File: config.mk
export PLATFORM = sky130hd
export DESIGN_NAME = uart_regfile
export DESIGN_NICKNAME = d
export VERILOG_FILES = /design/src/rtl/uart_regfile.sv
export SDC_FILE = /design/constraint.sdc
export NUM_CORES = 1
export LEC_CHECK = 0
export ABC_AREA = 0
export BUFFER_PORTS_ARGS = -buffer_cell sky130_fd_sc_hd__buf_2
export CORE_ASPECT_RATIO = 1.4
export CORE_MARGIN = 3
export CORE_UTILIZATION = 57
export CTS_CLUSTER_DIAMETER = 120
export DETAILED_ROUTE_END_ITERATION = 16
export PLACE_DENSITY = 0.78
export SYNTH_ARGS = -nofsm -noshare
export SYNTH_HDL_FRONTEND = slang
export SYNTH_SLANG_ARGS = --single-unit
File: constraint.sdc
create_clock -name clk -period 4.1 [get_ports clk]
set_input_delay 0.615 -clock clk [delete_from_list [all_inputs] [get_ports clk]]
set_output_delay 0.615 -clock clk [all_outputs]
set_load 0.005 [all_outputs]
File: src/rtl/uart_regfile.sv
module uart_regfile #(
  parameter int AW = 6
) (
  input  logic          clk,
  input  logic          rst_n,
  input  logic          bus_req,
  input  logic          bus_we,
  input  logic [AW-1:0] bus_addr,
  input  logic [1:0]    bus_size,
  input  logic [15:0]   bus_wdata,
  output logic [15:0]   bus_rdata,
  output logic          bus_err,
  input  logic          tx_hold_empty,
  input  logic          tx_shift_empty,
  output logic [7:0]    tx_data,
  output logic          tx_valid,
  output logic          tx_irq,
  input  logic [7:0]    rx_data,
  input  logic          rx_valid,
  output logic          rx_ready,
  input  logic [7:0]    line_evt,
  input  logic          cts_delta
);
  localparam int NREG = 12;
  localparam int IW   = AW - 2;
  localparam int I_DLL = 0, I_DLH = 1, I_GCTL = 2, I_LCR = 3, I_MCR = 4, I_LSR = 5;
  localparam int I_MSR = 6, I_SCR = 7, I_ISET = 8, I_ICLR = 9, I_THR = 10, I_RBR = 11;
  localparam logic [15:0] STICKY = 16'h009E;
  localparam logic [AW-1:0] A_ISET = AW'(4 * I_ISET);
  localparam logic [AW-1:0] A_ICLR = AW'(4 * I_ICLR);

  logic [15:0] dll, dlh, gctl, lcr, mcr, scr, lsr, msr, ier, thr, rbr;
  logic [15:0] rd_mux, lsr_live;

  wire [IW-1:0] idx  = bus_addr[AW-1:2];
  wire          hit  = (bus_addr[1:0] == 2'b00) && (idx < IW'(NREG));
  wire          ok   = bus_req && (bus_size == 2'd1) && hit;
  wire          wr   = ok && bus_we;
  wire          rd   = ok && !bus_we;

  function automatic logic at(input logic [IW-1:0] i, input int n);
    return i == IW'(n);
  endfunction

  assign lsr_live = {lsr[15:7], tx_shift_empty, tx_hold_empty, lsr[4:1], rx_valid};
  assign rx_ready = rd && at(idx, I_RBR);

  always_comb begin
    case (int'(idx))
      I_DLL:          rd_mux = dll;
      I_DLH:          rd_mux = dlh;
      I_GCTL:         rd_mux = gctl;
      I_LCR:          rd_mux = lcr;
      I_MCR:          rd_mux = mcr;
      I_LSR:          rd_mux = lsr_live;
      I_MSR:          rd_mux = msr;
      I_SCR:          rd_mux = scr;
      I_ISET, I_ICLR: rd_mux = ier;
      I_THR:          rd_mux = thr;
      I_RBR:          rd_mux = rx_valid ? {8'h00, rx_data} : rbr;
      default:        rd_mux = 16'h0000;
    endcase
  end

  always_ff @(posedge clk) begin
    if (!rst_n) begin
      dll <= 16'h0001; dlh <= '0; gctl <= '0; lcr <= '0; mcr <= '0; scr <= '0;
      lsr <= 16'h0060; msr <= '0; ier <= '0; thr <= '0; rbr <= '0;
      bus_rdata <= '0; bus_err <= 1'b0;
      tx_data <= '0; tx_valid <= 1'b0; tx_irq <= 1'b0;
    end else begin
      bus_rdata <= rd ? rd_mux : 16'h0000;
      bus_err   <= bus_req && !ok;
      tx_valid  <= wr && at(idx, I_THR);
      tx_irq    <= wr && at(idx, I_THR) && ier[1];
      if (wr) begin
        if (at(idx, I_DLL))  dll  <= bus_wdata;
        if (at(idx, I_DLH))  dlh  <= bus_wdata;
        if (at(idx, I_GCTL)) gctl <= bus_wdata;
        if (at(idx, I_LCR))  lcr  <= bus_wdata;
        if (at(idx, I_MCR))  mcr  <= bus_wdata;
        if (at(idx, I_SCR))  scr  <= bus_wdata;
        if (at(idx, I_ISET)) ier  <= ier | bus_wdata;
        if (at(idx, I_ICLR)) ier  <= ier & ~bus_wdata;
        if (at(idx, I_THR)) begin
          thr     <= bus_wdata;
          tx_data <= bus_wdata[7:0];
        end
      end
      if (wr && at(idx, I_LSR))
        lsr <= (lsr & ~(bus_wdata & STICKY)) | ({8'h00, line_evt} & STICKY);
      else if (rd && at(idx, I_LSR))
        lsr <= lsr_live | ({8'h00, line_evt} & STICKY);
      else
        lsr <= lsr | ({8'h00, line_evt} & STICKY);
      msr[0] <= cts_delta || (msr[0] && !(wr && at(idx, I_MSR) && bus_wdata[0]));
      msr[15:1] <= '0;
      if (rx_ready && rx_valid) rbr <= {8'h00, rx_data};
    end
  end

  AST_IRQ_WITH_TX: assert property (@(posedge clk) disable iff (!rst_n)
    tx_irq |-> tx_valid);
  AST_ERR_QUIET: assert property (@(posedge clk) disable iff (!rst_n)
    bus_err |-> (bus_rdata == 16'h0000 && !tx_valid));
  AST_READY_ON_READ: assert property (@(posedge clk) disable iff (!rst_n)
    rx_ready |-> (bus_req && !bus_we && bus_size == 2'd1));
  AST_IER_SET: assert property (@(posedge clk) disable iff (!rst_n)
    (bus_req && bus_we && bus_size == 2'd1 && bus_addr == A_ISET)
      |=> ((ier & $past(bus_wdata)) == $past(bus_wdata)));
  AST_IER_CLEAR: assert property (@(posedge clk) disable iff (!rst_n)
    (bus_req && bus_we && bus_size == 2'd1 && bus_addr == A_ICLR)
      |=> ((ier & $past(bus_wdata)) == 16'h0000));
  AST_RBR_HOLD: assert property (@(posedge clk) disable iff (!rst_n)
    !(rx_ready && rx_valid) |=> $stable(rbr));
  AST_SIZE_ERR: assert property (@(posedge clk) disable iff (!rst_n)
    (bus_req && bus_size != 2'd1) |=> bus_err);
endmodule

==> metrics.cfg <==
[status]
status=finished clean

[route]
drc=0
wl_mm=21.9
num_vias=6818
firstDrtPassIters=8
viasPerCell=6.54
ant_nets=0
drtIter0Drc=663
routedWlPerCell_um=21.0

[sta]
rsz0062_at_grt=no
min_period_over_period_pct=71.4
slew_headroom_pct=24.6
setup_tns_ps=0
hold_violations=0
fmax_mhz=342
tightest_slew_ps=1130
setup_violations=0
fin_worst_skew_ps=7.51
finalMaxSlewViolations=0
min_period_ps=2930

[global_route]
grtUsageTotal_pct=29.9
grt_max_degree=80
grt_pass1_vias=6507
gr-total-overflow=0
antenna_found_initial=1
grt_pass1_wl_mm=34.0

[die]
pin_count=76
core_area_um2=12900
die_w_um=103
die-area_um2=14700
die_h_um=142
start_util_pct=58.5
fp-row-count=49

[clock_tree]
cts_setup_buffers=0
cts_tree=built
h-tree-depth=4
cts_sinks=161
cts_max_path_buffers=2
hold_buffers=0
cts_resized=0
cts_buffers=17
insertion_delay_ps=440
clk_pin_slew_ps=60
root_buffer=clkbuf_16

[yosys]
synth_nets=895
yosysWarnings=0
synth_ff_type=dfxtp_1
yosys.cell_types.count=67
synthMuxAreaShare_pct=7.70
synth_area_um2=7570
synth-simple-area-share_pct=20.4
synth_seq_area_share_pct=42.6
syn_area_per_cell_um2=8.94
synth_xor_area_share_pct=0
async_flop_share_pct=0
synth_edf_count=0
syn_inst=847
ys_seq_elements=161
synth_top_family_by_area=compound AO/OA/AOI/OAI gates
synthAdderAreaFrac_pct=0
synth-compound-area-share_pct=21.0

[worst_setup_path]
worstPathArrival_ps=2310
crit_top_cell=buf_2
cp-startpoint=bus_addr[3]
critical_path_class=input port to primary output
crit_chain=buf_2 > nand2_1 > or3_1 > nor2_1 > buf_2
crit_end=rx_ready
critPathSlowestCell=buf_2
reg2reg_to=bus_rdata[1]
crit_path_end_kind=primary output
crit_path_max_incr_delay_ps=560
path_max_fanout=28
start_kind=input port
rr_startpoint=lsr[1]
r2r_setup_slack_ps=2760
crit_required_ps=3480
worstRegToRegCells=3

[pwr]
p_leak_nw=3.14
peakVddDrop_mv=0.277
sw_frac_of_total_pct=24.2
clockPowerShare_pct=47.1
seq_power_share_pct=46.6
power_density_nw_per_um2=406
combinationalPowerShare_pct=6.3
switching_power_w=0.000815
power.internal_w=0.00256

[worst_hold_path]
hold_start=line_evt[2]
hold_class=input port to flip-flop

[finish]
drive_gt1_share_pct=19.9
area_growth_pct=9.70
n_antenna_cell=0
final_cell_mix=dfxtp_1 (161), a21oi_1 (102), nand2_1 (92)
final_area_um2=8300
num-fill-cells=1092
nets=900
final_common_cell=dfxtp_1

[placed_design]
placed_cell_area_um2=7710
hpwl_mm=13.5
numPortBuffers=72
gp_congestion=0.897

[flow_run]
maxCapViolCount=0

==> synthesized netlist by cell type (3+ instances only) <==
cell / n / share of area, %
nand4_2: 3 / 0.50
buf_6: 5 / 0.74
clkbuf_1: 29 / 1.4
a21oi_2: 12 / 1.4
nand4_1: 12 / 0.99
mux2_2: 6 / 0.89
a311oi_2: 14 / 2.8
a22oi_1: 12 / 1.2
a32oi_1: 6 / 0.69
a22o_1: 11 / 1.3
nor3_1: 6 / 0.40
o21a_1: 5 / 0.50
nor4b_4: 3 / 0.94
nand2_1: 92 / 4.6
mux2i_1: 47 / 6.2
nand3_1: 87 / 5.8
a211oi_1: 3 / 0.30
buf_4: 22 / 2.2
buf_2: 44 / 2.9
nor2b_1: 9 / 0.74
o31ai_1: 8 / 0.79
and3_1: 6 / 0.50
a221oi_1: 8 / 0.93
o21ai_0: 8 / 0.53
a21o_1: 5 / 0.50
nor2_1: 43 / 2.1
inv_1: 11 / 0.55
dfxtp_1: 161 / 43
a21oi_1: 102 / 6.7
a31oi_1: 16 / 1.3
==> through the flow <==
step / hold WS [ps] / setup WS, ps / power, W / cells / util [%]
floorplan: 432 / 1830 / 0.00175 / 847 / -
global placement: 438 / 1050 / 0.00181 / 1011 / 59.6
detailed placement: 443 / 966 / 0.00181 / 1011 / 59.6
CTS: 381 / 1220 / 0.00336 / 1043 / 64.2
global route: 396 / 1110 / 0.00345 / 1043 / 64.2
finish: 379 / 1170 / 0.00337 / 1043 / 64.2
==> worst min-delay path by stage <==
stage | to | depth (start not counted)
2_1_floorplan | scr[5] | 2
3_3_place_gp | scr[5] | 2
3_5_place_dp | dlh[1] | 2
4_1_cts | lsr[2] | 2
5_1_grt | lsr[2] | 2
6_report | lsr[2] | 2
==> flip-flops by register name, summed over array words and instances, names as in the netlist, 5 cells and up, named ones only <==
| name | cells |
|---|---|
| thr | 9 |
| mcr | 16 |
| dlh | 16 |
| scr | 16 |
| bus_rdata | 16 |
| gctl | 16 |
| rbr | 8 |
| dll | 16 |
| lcr | 16 |
| tx_data | 7 |
| lsr | 5 |
==> logic make-up after synthesis <==
kind of cell           count (synthesis)
AOI/OAI and AO/OA                    227
and+or+nand+nor                      290
DFF                                  161
muxes                                 55
buffers and inverters                114
==> layout make-up <==
cell class / instances / area, um^2 / area share [%]
multi-input cells: 572 / 3710 / 44.7
repair buffers: 88 / 505 / 6.09
flip-flops and latches: 161 / 3220 / 38.8
inverters: 12 / 47.5 / 0.573
clock inverters: 12 / 135 / 1.63
clock buffers: 20 / 457 / 5.50
well taps: 178 / 223 / 2.68
==> per-layer routing <==
metal | global-route usage [%] | wire (um) | vias to the layer above
met2 | 48.5 | 10700 | 382
li1 | - | - | 3064
met5 | 0 | 13 | -
met3 | 5.74 | 1800 | 102
met1 | 36.9 | 8150 | 3268
met4 | 16.2 | 1190 | 2
==> worst max-delay path, delay by kind of cell <==
kind                   cells  cell delay, ps
buffers and inverters      2             690
AND/OR/NAND/NOR            3             990
==> power by group through the flow <==
stage / sequential (W) / clock, W / combinational (W)
after floorplan: 0.00161 / 0 / 0.000146
after global placement: 0.00161 / 0 / 0.000201
after detailed placement: 0.00161 / 0 / 0.000205
after CTS: 0.00157 / 0.00159 / 0.000207
after global routing: 0.00157 / 0.00166 / 0.000223
final: 0.00157 / 0.00159 / 0.000213
(Power assumes the default switching activity.)
